**src/rtl/dbg_route_pkg.sv**
```systemverilog
package dbg_route_pkg;
  localparam int unsigned WORD_W = 32;
  localparam int unsigned EL_W = 2;
  localparam int unsigned NUM_EL = 4;

  typedef enum logic [EL_W-1:0] {
    EL0 = 2'd0,
    EL1 = 2'd1,
    EL2 = 2'd2,
    EL3 = 2'd3
  } el_e;

  localparam logic [1:0] SPD_OFF = 2'd2;
  localparam logic [WORD_W-1:0] LOCK_KEY = 32'hC5AC_CE55;
endpackage

```
**src/rtl/dbg_lock_regs.sv**
```systemverilog
module dbg_lock_regs #(
  parameter int unsigned DATA_W = 32,
  parameter logic [DATA_W-1:0] KEY = '1,
  parameter bit HAS_DLOCK = 1'b1
) (
  input  logic              clk_i,
  input  logic              rst_ni,
  input  logic              wr_en_i,
  input  logic              wr_sel_i,
  input  logic              wr_form64_i,
  input  logic [DATA_W-1:0] wr_data_i,
  output logic              lock_o,
  output logic              dlock_o
);
  logic lock_q, lock_d;

  always_comb begin
    lock_d = lock_q;
    if (wr_en_i && !wr_sel_i)
      lock_d = wr_form64_i ? wr_data_i[0] : (wr_data_i == KEY);
  end

  always_ff @(posedge clk_i or negedge rst_ni) begin
    if (!rst_ni) lock_q <= 1'b1;
    else         lock_q <= lock_d;
  end

  generate
    if (HAS_DLOCK) begin : g_dlock
      logic dlock_q;
      always_ff @(posedge clk_i or negedge rst_ni) begin
        if (!rst_ni)                  dlock_q <= 1'b0;
        else if (wr_en_i && wr_sel_i) dlock_q <= wr_data_i[0];
      end
      assign dlock_o = dlock_q;
    end else begin : g_no_dlock
      assign dlock_o = 1'b0;
    end
  endgenerate

  assign lock_o = lock_q;
endmodule

```
**src/rtl/dbg_target_sel.sv**
```systemverilog
module dbg_target_sel
  import dbg_route_pkg::*;
#(
  parameter int unsigned N_EL = 4
) (
  input  logic [N_EL-1:0] el_is64_i,
  input  logic            secure_i,
  input  logic            el2_en_i,
  input  logic            el3_present_i,
  input  logic            hyp_tge_i,
  input  logic            hyp_tde_i,
  output el_e             tgt_o
);
  always_comb begin
    if (el2_en_i && (hyp_tge_i || hyp_tde_i))
      tgt_o = EL2;
    else if (el3_present_i && !el_is64_i[N_EL-1] && secure_i)
      tgt_o = EL3;
    else
      tgt_o = EL1;
  end
endmodule

```
**src/rtl/dbg_enable_eval.sv**
```systemverilog
module dbg_enable_eval
  import dbg_route_pkg::*;
#(
  parameter int unsigned DATA_W = 32,
  parameter int unsigned N_EL = 4,
  parameter int unsigned SDD_BIT = 16,
  parameter int unsigned SPD_LSB = 14,
  parameter int unsigned KDE_BIT = 13,
  parameter int unsigned SS_BIT = 0
) (
  input  el_e               cur_i,
  input  el_e               tgt_i,
  input  logic              secure_i,
  input  logic              state64_i,
  input  logic [N_EL-1:0]   el_is64_i,
  input  logic [DATA_W-1:0] mon_cfg_i,
  input  logic              sec_user_dbg_i,
  input  logic [DATA_W-1:0] dbg_ctl_i,
  input  logic              dmask_i,
  input  logic              lock_i,
  input  logic              dlock_i,
  output logic              en_o,
  output logic              ss_o
);
  logic en64, en32;
  logic [1:0] spd;

  assign spd = mon_cfg_i[SPD_LSB +: 2];

  // 64-bit rule set
  always_comb begin
    if (cur_i == EL3)
      en64 = 1'b0;
    else if (secure_i && mon_cfg_i[SDD_BIT])
      en64 = 1'b0;
    else if (cur_i == tgt_i)
      en64 = dbg_ctl_i[KDE_BIT] && !dmask_i;
    else
      en64 = (tgt_i > cur_i);
  end

  // 32-bit rule set; level 0 under a 64-bit level 1 defers to the 64-bit rules
  always_comb begin
    if (cur_i == EL0 && el_is64_i[1])
      en32 = en64;
    else if (secure_i) begin
      if (cur_i == EL0 && sec_user_dbg_i) en32 = 1'b1;
      else                                en32 = (spd != SPD_OFF);
    end else
      en32 = (cur_i != EL2);
  end

  assign en_o = !(lock_i || dlock_i) && (state64_i ? en64 : en32);
  assign ss_o = dbg_ctl_i[SS_BIT] && el_is64_i[tgt_i] && en_o;
endmodule

```
**src/rtl/dbg_route_top.sv**
```systemverilog
module dbg_route_top
  import dbg_route_pkg::*;
#(
  parameter int unsigned DATA_W = WORD_W,
  parameter int unsigned N_EL = NUM_EL,
  parameter int unsigned SDD_BIT = 16,
  parameter int unsigned SPD_LSB = 14,
  parameter int unsigned KDE_BIT = 13,
  parameter int unsigned SS_BIT = 0,
  parameter bit HAS_DLOCK = 1'b1
) (
  input  logic              clk_i,
  input  logic              rst_ni,
  input  logic [1:0]        cur_el_i,
  input  logic              secure_i,
  input  logic              state64_i,
  input  logic [N_EL-1:0]   el_is64_i,
  input  logic              el2_en_i,
  input  logic              el3_present_i,
  input  logic              hyp_tge_i,
  input  logic              hyp_tde_i,
  input  logic [DATA_W-1:0] mon_cfg_i,
  input  logic              sec_user_dbg_i,
  input  logic [DATA_W-1:0] dbg_ctl_i,
  input  logic              dmask_i,
  input  logic              wr_en_i,
  input  logic              wr_sel_i,
  input  logic              wr_form64_i,
  input  logic [DATA_W-1:0] wr_data_i,
  output logic [1:0]        tgt_el_o,
  output logic              dbg_en_o,
  output logic              ss_active_o,
  output logic              same_el_o,
  output logic              os_lock_o,
  output logic              os_dlock_o
);
  localparam logic [DATA_W-1:0] KEY = DATA_W'(LOCK_KEY);

  el_e cur, tgt;
  logic lock, dlock;

  assign cur = el_e'(cur_el_i);

  dbg_lock_regs #(.DATA_W(DATA_W), .KEY(KEY), .HAS_DLOCK(HAS_DLOCK)) u_locks (
    .clk_i, .rst_ni, .wr_en_i, .wr_sel_i, .wr_form64_i, .wr_data_i,
    .lock_o(lock), .dlock_o(dlock)
  );

  dbg_target_sel #(.N_EL(N_EL)) u_tgt (
    .el_is64_i, .secure_i, .el2_en_i, .el3_present_i, .hyp_tge_i, .hyp_tde_i,
    .tgt_o(tgt)
  );

  dbg_enable_eval #(
    .DATA_W(DATA_W), .N_EL(N_EL), .SDD_BIT(SDD_BIT), .SPD_LSB(SPD_LSB),
    .KDE_BIT(KDE_BIT), .SS_BIT(SS_BIT)
  ) u_en (
    .cur_i(cur), .tgt_i(tgt), .secure_i, .state64_i, .el_is64_i, .mon_cfg_i,
    .sec_user_dbg_i, .dbg_ctl_i, .dmask_i, .lock_i(lock), .dlock_i(dlock),
    .en_o(dbg_en_o), .ss_o(ss_active_o)
  );

  assign tgt_el_o   = tgt;
  assign same_el_o  = (tgt == cur);
  assign os_lock_o  = lock;
  assign os_dlock_o = dlock;
endmodule

```
**config.mk**
```make
export PLATFORM = sky130hd
export DESIGN_NAME = dbg_route_top
export DESIGN_NICKNAME = d
export VERILOG_FILES = /design/src/rtl/dbg_route_pkg.sv /design/src/rtl/dbg_lock_regs.sv /design/src/rtl/dbg_target_sel.sv /design/src/rtl/dbg_enable_eval.sv /design/src/rtl/dbg_route_top.sv
export SDC_FILE = /design/constraint.sdc
export NUM_CORES = 1
export LEC_CHECK = 0
export BUFFER_PORTS_ARGS = -buffer_cell sky130_fd_sc_hd__buf_2
export CAP_MARGIN = 20
export CORE_AREA = 2 2 47 49
export DETAILED_ROUTE_END_ITERATION = 8
export DIE_AREA = 0 0 49 51
export PLACE_DENSITY = 0.81
export SYNTH_ARGS = -nofsm -noshare
export SYNTH_HDL_FRONTEND = slang
export SYNTH_SLANG_ARGS = --single-unit
```
**constraint.sdc**
```tcl
create_clock -name clk_i -period 3.5 [get_ports clk_i]
set_input_delay 0.175 -clock clk_i [delete_from_list [all_inputs] [get_ports clk_i]]
set_output_delay 0.175 -clock clk_i [all_outputs]
set_load 0.01 [all_outputs]
```
==> flow_summary.toml, run 1 <==
[status]
outcome = "finished, final reports clean"

[critical_path]
reg2reg_slack_ns = 2.69
cp_data_arrival_time_ns = 2.03
crit_path_max_fanout = 4
cp-start-kind = "input port"
crit_type = "input port to output port"
cp-end-kind = "output port"
worstPathRequired_ns = 3.32

[timing]
fmax_mhz = 454
skew_ns = 0
holdWs_ns = 0.188
tightest_slew_ns = 0.267
setup_viol = 0
hold_viol_final = 0
min_period_over_period = 0.629
drv_slew = 0
fin_crit_ns = 2.20
setup_tns_ns = 0
final.setup.worst_slack_ns = 1.30
slew_headroom = 0.821
rsz0062_at_grt = "false"

[drt]
drc_errors = 0
initialDrtViolationCount = 6
routed_wl_um = 1530
ant_nets = 0
via_count = 646
viasPerCell = 4.58
wl_per_cell_um = 10.8
dr.pass1.iters = 3

[synth]
synthMuxAreaShare = 0.0307
yosysWarnings = 0
synthesis.nets = 164
synth-edff-count = 0
synth_area_leaders = "nand2_1, dfstp_2, dfrtp_1, ha_1, nand4bb_1"
synth_top_family_by_area = "simple AND/OR/NAND/NOR gates"
synth_top_area_frac = 0.0819
synth_cells = 47
yosysUniqueCellTypes = 27
syn_area_um2 = 367
synth_seq_cells = 2
synth_top_cell_by_area = "nand2_1"
yosys-top-cells-count = "nand2_1, inv_1, a21oi_1"
synth_most_common_cell = "nand2_1"
synth-seq-area-share = 0.140
synthFlopType = "dfstp_2"
synth_compound_area_frac = 0.225
async_reset_ff_frac = 1.00
avgSynthCellArea_um2 = 7.80
synth-simple-area-share = 0.485
synthAdderAreaFrac = 0.0683
synth_xor_area_frac = 0

[cells_and_area]
syn_to_final_growth_pct = 103
nets = 231
antenna_cells = 0
final_cells = 141
drive_gt1_frac = 0.611
fill_cells = 208

[flow_run]
drv_cap = 0

[clocking]
cts_buffer_depth = 2
numCtsBuffers = 3
path_clk_slew_ns = 0.04
postCtsSetupBuffers = 0
cts_root_buf = "clkbuf_4"
clk_latency_ns = 0.24
cts_tree = "yes"
htreeDepth = 1
cts.sinks = 2

[placed_design]
dp_slack_ns = 1.27
placed_cells = 136
place_hpwl_um = 1350
place.gp.congestion = 0.714
io_buffers = 61

[power]
leakage_uw = 0.000406
ir_worst_vdd_mv = 0.166
power_density_nw_per_um2 = 221
p_total_uw = 164

[grt]
use_met3 = 0.0234
top_usage_layer = "met2"
grt_overflow = 0
antenna_found_initial = 0
grt_use_met1 = 0.124
grt_use_met2 = 0.244
track_usage = 0.125
grt_pass1_vias = 653
grt_pass1_wl_um = 2350
grt_max_degree = 6

[floorplanning]
dieArea_um2 = 2500
ios = 122
rows = 17
core_um2 = 2060
initial_core_util = 0.178
dieHeight_um = 51
die_w_um = 49

[hold_path]
min_path_type = "input port to register"
==> worst max-delay path, stage by stage <==
cell and delay [ns]:
buf_2 0.09, o21ai_1 0.24, nand2_1 0.14, ha_1 0.31, nand2_1 0.09, o211ai_1 0.10
a2111o_1 0.38, a221oi_1 0.31, buf_2 0.18
==> through the flow <==
stage	utilization	area, um^2
after global placement	0.343	707
final	0.360	743
after detailed placement	0.343	707
after CTS	0.360	743
after floorplan	-	367
after global routing	0.360	743
==> power breakdown <==
part,switching [uW],leakage (uW),internal (uW)
Combinational,32.0,0.000369,41.7
Clock,18.5,0.0000150,42.7
Sequential,2.10,0.0000222,27.1
Total,52.6,0.000406,112
==> worst paths after layout <==
path | from | end | cells past startpoint
worst max-delay path | hyp_tde_i | ss_active_o | 9
worst min-delay path | wr_data_i[0] | u_locks.dlock_o$_DFFE_PN0P_ | 2
worst max register to register | u_locks.dlock_o$_DFFE_PN0P_ | u_locks.dlock_o$_DFFE_PN0P_ | 1
worst min register to register | u_locks.lock_o$_DFFE_PN1P_ | u_locks.lock_o$_DFFE_PN1P_ | 2
max in group asynchronous | rst_ni | u_locks.lock_o$_DFFE_PN1P_ | 2
min in group asynchronous | rst_ni | u_locks.dlock_o$_DFFE_PN0P_ | 2
==> final cells by class <==
type	count	area, um^2	share of cell area
Timing Repair Buffer	62	315	0.424
Clock buffer	4	26.3	0.0354
Inverter	5	18.8	0.0253
Multi-Input combinational cell	40	297	0.399
Tap cell	28	35.0	0.0471
Sequential cell	2	51.3	0.0690
==> registers in the layout, indices dropped and copies added, names as in the netlist <==
signal,count
u_locks.dlock_o,1
u_locks.lock_o,1
==> routing by layer <==
metal | vias up | routed length (um)
li1 | 313 | -
met1 | 275 | 590
met2 | 56 | 741
met3 | 2 | 179
met4 | 0 | 15
met5 | - | 0
==> layout by cell type, fill, tap and decap left out, drive strengths merged, types with 2 or more instances in the layout <==
cell,synthesis,routed
o21ai,3,3
clkbuf,0,4
nand2,8,8
a21oi,3,3
o211ai,2,2
nand4bb,3,3
nand2b,2,2
ha,2,2
nand3b,2,2
buf,0,61
inv,5,5
nor2,2,2
==> cells by family (layout without fill, tap and decap cells) <==
kind of cell / after synthesis / count (layout)
AO/OA/AOI/OAI: 12 / 12
buffers and inverters: 5 / 71
AND/OR/NAND/NOR: 25 / 25
adder cells (fa/ha/maj): 2 / 2
multiplexers: 1 / 1
flip-flops: 2 / 2
==> repair_timing <==
action	in CTS	in global routing
resized for setup	0	0
hold endpoints to repair	2	0
hold buffers	1	0
Power figures use the tool's default switching activity.
==> inputs of run 2 (changes only) <==
--- a/config.mk
+++ b/config.mk
@@ -7,10 +7,10 @@
 export LEC_CHECK = 0
 export BUFFER_PORTS_ARGS = -buffer_cell sky130_fd_sc_hd__buf_2
 export CAP_MARGIN = 20
-export CORE_AREA = 2 2 47 49
+export CORE_MARGIN = 1
+export CORE_UTILIZATION = 16
 export DETAILED_ROUTE_END_ITERATION = 8
-export DIE_AREA = 0 0 49 51
-export PLACE_DENSITY = 0.81
+export PLACE_DENSITY = 0.74
 export SYNTH_ARGS = -nofsm -noshare
 export SYNTH_HDL_FRONTEND = slang
 export SYNTH_SLANG_ARGS = --single-unit
==> constraint.sdc (replaced) <==
create_clock -name clk_i -period 2 [get_ports clk_i]
set_input_delay 0.1 -clock clk_i [delete_from_list [all_inputs] [get_ports clk_i]]
set_output_delay 0.1 -clock clk_i [all_outputs]
set_load 0.01 [all_outputs]
==> run 2 against run 1 <==
  * Setup slack got worse by 1.2 ns
  * Critical path depth unchanged
  * Sequential share of layout area decreased by 0.092 points
  * Combinational power grew 79%
  * Worst hold slack worse by 0.092 ns
  * Cell area is 1.3% higher
  * First-iteration DRC count unchanged
  * Global-route usage shrank 0.66 points
  * Non-clock buffer count increased by 1
  * Largest cell class unchanged
==> flow_summary.toml, run 2 (same netlist as run 1, synthesis figures left out) <==
[timing]
setup_tns_ns = 0
slew_headroom = 0.817
min_period_over_period = 0.949
tightest_slew_ns = 0.270
fmax_mhz = 527
setup_viol = 0
skew_ns = 0
drv_slew = 0
fin_crit_ns = 1.90
hold_viol_final = 0

[drt]
routed_wl_um = 1400
initialDrtViolationCount = 6
viasPerCell = 4.59
via_count = 647
drc_errors = 0
wl_per_cell_um = 9.94
ant_nets = 0
dr.pass1.iters = 4

[critical_path]
cp-start-kind = "input port"
reg2reg_slack_ns = 1.20
worstPathRequired_ns = 1.90
cp_data_arrival_time_ns = 1.80
crit_type = "input port to output port"
crit_path_max_fanout = 3
cp-end-kind = "output port"

[hold_path]
min_path_type = "input port to register"

[power]
ir_worst_vdd_mv = 0.260
leakage_uw = 0.000412
power_density_nw_per_um2 = 382
p_total_uw = 288

[flow_run]
drv_cap = 0

[cells_and_area]
final_common_cell = "buf_2"
syn_to_final_growth_pct = 105
post-route-util = 0.365
antenna_cells = 0
nets = 232
drive_gt1_frac = 0.623
final_cell_mix = "buf_2, nand2_1, inv_1"
final_cells = 141

[clocking]
cts_buffer_depth = 2
cts.sinks = 2
cts_tree = "yes"
numCtsBuffers = 3
clk_latency_ns = 0.24
path_clk_slew_ns = 0.04
htreeDepth = 1
cts_root_buf = "clkbuf_4"

[placed_design]
place_hpwl_um = 1280
placed_cells = 136
place.gp.congestion = 0.782
io_buffers = 61

[floorplanning]
dieHeight_um = 49.9
dieArea_um2 = 2490
ios = 122
rows = 16
die_w_um = 49.9
initial_core_util = 0.178
core_um2 = 2060

[grt]
grt_pass1_vias = 655
grt_pass1_wl_um = 2240
grt_max_degree = 6
grt_overflow = 0
track_usage = 0.119
antenna_found_initial = 0

[status]
outcome = "finished, final reports clean"
==> run 2: cell types whose count changed in the layout (fill, tap and decap cells not counted), sizes merged <==
cell,delta
buf,+1
==> run 2: through the flow <==
| step | instance area (um^2) | hold slack, ns | worst slack [ns] |
|---|---|---|---|
| floorplan | 367 | -0.196 | 0.0417 |
| global placement | 713 | -0.113 | 0.0444 |
| detailed placement | 713 | -0.110 | 0.0401 |
| CTS | 749 | 0.0962 | 0.0410 |
| global route | 753 | 0.106 | -0.00614 |
| finish | 753 | 0.0955 | 0.102 |
==> run 2: worst paths after layout <==
path | from | cells after the start | endpoint
max | hyp_tde_i | 9 | ss_active_o
min | wr_data_i[0] | 2 | u_locks.dlock_o$_DFFE_PN0P_
max reg2reg | u_locks.dlock_o$_DFFE_PN0P_ | 1 | u_locks.dlock_o$_DFFE_PN0P_
min reg2reg | u_locks.lock_o$_DFFE_PN1P_ | 2 | u_locks.lock_o$_DFFE_PN1P_
max in group asynchronous | rst_ni | 2 | u_locks.lock_o$_DFFE_PN1P_
min in group asynchronous | rst_ni | 2 | u_locks.dlock_o$_DFFE_PN0P_
==> run 2: layout make-up <==
class,instances,area [um^2]
fill,224,1310
inverter,5,18.8
timing repair buffer,63,323
clock buffer,4,26.3
multi-input combinational,40,300
tap,27,33.8
sequential,2,51.3
==> run 2: routing by layer <==
metal  part of all wire  GRT usage
met5                  0          0
met4              0.026     0.0857
met3               0.12     0.0123
met2               0.51      0.248
met1               0.34     0.0981
==> run 2: critical path, cell delays in order <==
cell and delay (ns):
buf_2 0.10, o21ai_2 0.17, nand2_1 0.10, ha_1 0.30, nand2_1 0.10, o211ai_1 0.10, a2111o_1 0.37, a221oi_1 0.28
buf_2 0.18
==> run 2: repair_timing <==
item | in CTS | in global routing
hold buffers | 1 | 0
setup endpoints to repair | 0 | 1
hold endpoints to repair | 2 | 0
buffers inserted | 0 | 0
gates resized for setup | 0 | 1
==> run 2: report_power, final <==
part	internal, uW	switching [uW]	leakage [uW]
Sequential	47.4	3.49	0.0000222
Clock	74.5	30.1	0.0000150
Combinational	74.8	57.2	0.000375
Total	197	90.8	0.000412
==> inputs of run 3 (changes only) <==
--- a/config.mk
+++ b/config.mk
@@ -10,7 +10,9 @@
 export CORE_MARGIN = 1
 export CORE_UTILIZATION = 16
 export DETAILED_ROUTE_END_ITERATION = 8
-export PLACE_DENSITY = 0.74
+export PLACE_DENSITY = 0.71
+export SETUP_SLACK_MARGIN = 0.15
 export SYNTH_ARGS = -nofsm -noshare
 export SYNTH_HDL_FRONTEND = slang
+export SYNTH_HIERARCHICAL = 1
 export SYNTH_SLANG_ARGS = --single-unit
==> run 3 against run 2 <==
  * Worst hold slack improved by 0.022 ns
  * Utilization up 0.49 points
  * Clock skew unchanged
  * Die area is 6.9% higher
  * Clock power decreased by 4%
  * Cell area increased by 11%
  * Wire length increased by 2.3%
  * Power increased by 11%
  * Count of clock-buffer cells in the layout is the same
  * Sequential cell count unchanged
==> flow_summary.toml, run 3 <==
[synth]
yosysUniqueCellTypes = 25
synth-simple-area-share = 0.398
synth_seq_cells = 2
synth-edff-count = 0
synth_xor_area_frac = 0.0446
avgSynthCellArea_um2 = 8.18
synth_top_cell_by_area = "nor4bb_1"
synth_area_leaders = "nor4bb_1, dfstp_2, nand2_1, dfrtp_1, ha_1"
synth_top_area_frac = 0.0764
syn_area_um2 = 393
synth_compound_area_frac = 0.220
synthesis.nets = 165
synth_top_family_by_area = "simple AND/OR/NAND/NOR gates"
synth-seq-area-share = 0.131
yosys-top-cells-count = "nand2_1, a21oi_1"
synthMuxAreaShare = 0.115
synthAdderAreaFrac = 0.0637
synth_most_common_cell = "nand2_1"
synth_cells = 48
synthFlopType = "dfstp_2"
async_reset_ff_frac = 1.00
yosysWarnings = 6

[power]
ir_worst_vdd_mv = 0.295
swShare = 0.315
p_clk_frac = 0.317
power_density_nw_per_um2 = 382
p_seq_frac = 0.169
switchingPower_uw = 101
leakage_uw = 0.000433
pwr-share-comb = 0.515
internal_power_uw = 218

[floorplanning]
dieArea_um2 = 2660
ios = 122
core_um2 = 2250
die_w_um = 51.6
dieHeight_um = 51.6
initial_core_util = 0.174
rows = 17

[clocking]
cts_tree = "yes"
htreeDepth = 1
numCtsBuffers = 3
clk_latency_ns = 0.23
cts_buffer_depth = 2
path_clk_slew_ns = 0.03
cts.sinks = 2
cts_root_buf = "clkbuf_4"

[cells_and_area]
final_common_cell = "buf_2"
final_area_um2 = 835
antenna_cells = 0
nets = 235
final_cell_mix = "buf_2, nand2_1"
syn_to_final_growth_pct = 112
drive_gt1_frac = 0.718

[timing]
slew_headroom = 0.789
fin_crit_ns = 1.76
fmax_mhz = 568
setup_viol = 0
hold_viol_final = 0
skew_ns = 0
setup_tns_ns = 0
min_period_over_period = 0.880
drv_slew = 0
tightest_slew_ns = 0.312
rsz0062_at_grt = "false"

[critical_path]
worst-path-stages = 9
cp_top_family = "simple AND/OR/NAND/NOR gates"
cp_data_arrival_time_ns = 1.66
reg2reg_from = "u_locks/lock_o$_DFFE_PN1P_"
r2r_cells = 2
cp-end-kind = "output port"
cp_num_buf_inv = 3
slowest_delay_ns = 0.49
crit_type = "input port to output port"
cp-start-kind = "input port"
slowest_stage = "or4_4"
crit_top_cell = "buf_2"
cp_cell_sequence = "buf_2 -> o21ai_4 -> inv_2 -> ha_4 -> nand2b_1 -> a21oi_1 -> or4_4 -> a21oi_2 -> buf_2"
reg2reg_slack_ns = 1.14
r2r-end = "u_locks/lock_o$_DFFE_PN1P_"
worstPathRequired_ns = 1.90
endpoint = "ss_active_o"
crit_path_start = "hyp_tde_i"
crit_path_max_fanout = 4

[placed_design]
dpl_cell_area_um2 = 746
place_hpwl_um = 1270
io_buffers = 62
place.gp.congestion = 0.734

[grt]
antenna_found_initial = 0
grt_pass1_wl_um = 2010
grt_overflow = 0
grt_pass1_vias = 591
track_usage = 0.0979
grt_max_degree = 7

[drt]
routed_wl_um = 1430
dr.pass1.iters = 2
via_count = 656
viasPerCell = 4.52
initialDrtViolationCount = 2
ant_nets = 0
drc_errors = 0
wl_per_cell_um = 9.89

[flow_run]
drv_cap = 0

[hold_path]
min_path_type = "input port to register"

[status]
outcome = "finished, final reports clean"
## run 3: worst min path at each step
stage                 from                     endpoint  slack [ns]  depth (start not counted)
6_report       wr_form64_i   u_locks/lock_o$_DFFE_PN1P_        0.12                          2
2_1_floorplan       rst_ni  u_locks/dlock_o$_DFFE_PN0P_       -0.20                          0
4_1_cts        wr_form64_i   u_locks/lock_o$_DFFE_PN1P_        0.11                          2
3_5_place_dp        rst_ni  u_locks/dlock_o$_DFFE_PN0P_       -0.11                          1
3_3_place_gp        rst_ni  u_locks/dlock_o$_DFFE_PN0P_       -0.12                          1
5_1_grt        wr_form64_i   u_locks/lock_o$_DFFE_PN1P_        0.11                          2
## run 3: per-stage QoR
stage          worst slack (ns)   util  total power [uW]  cells  hold WS (ns)
2_1_floorplan             0.231      -               119     48        -0.196
3_3_place_gp              0.150  0.331               198    139        -0.116
3_5_place_dp             0.0886  0.331               204    139        -0.112
4_1_cts                   0.159  0.355               314    144         0.113
5_1_grt                   0.144  0.370               345    145         0.113
6_report                  0.239  0.370               319    145         0.117
## run 3: layout make-up
| cell class | count | area, um^2 |
|---|---|---|
| multi-input cells | 43 | 369 |
| repair buffers | 65 | 342 |
| inverters | 3 | 11.3 |
| well taps | 28 | 35.0 |
| fillers | 232 | 1420 |
| flip-flops and latches | 2 | 51.3 |
| clock buffers | 4 | 26.3 |
## run 3: kinds of logic after synthesis
group,after synthesis
compound gates,11
xor+xnor,2
fa+ha+maj,2
buf+inv,3
flops,2
mux,3
simple gates,25
## run 3: repair_timing
item / CTS / global route
endpoints found under the setup margin: 1 / 1
setup buffers: 0 / 1
endpoints found under the hold margin: 2 / 0
pin swaps: 5 / 3
gates resized for setup: 3 / 4
hold buffers: 1 / 0
gates cloned: 0 / 0
## run 3: metal layers
metal	vias up	track usage	wire length, um
met3	0	0	191
met4	0	0.0270	0
met5	-	0	0
met2	58	0.227	770
li1	325	-	-
met1	273	0.0866	472
## run 3: power by group through the flow
| stage | registers, uW | clock network [uW] | logic (uW) |
|---|---|---|---|
| 4_1_cts | 53.9 | 104 | 156 |
| 6_report | 53.8 | 101 | 164 |
| 3_3_place_gp | 53.4 | 0 | 145 |
| 2_1_floorplan | 56.5 | 0 | 62.2 |
| 5_1_grt | 54.9 | 109 | 181 |
| 3_5_place_dp | 54.2 | 0 | 149 |
## run 3: worst reg2reg max path, cell delays in order (launching register included)
cell and delay, ns:
dfstp_2 0.54, mux2_2 0.14, o31a_2 0.12
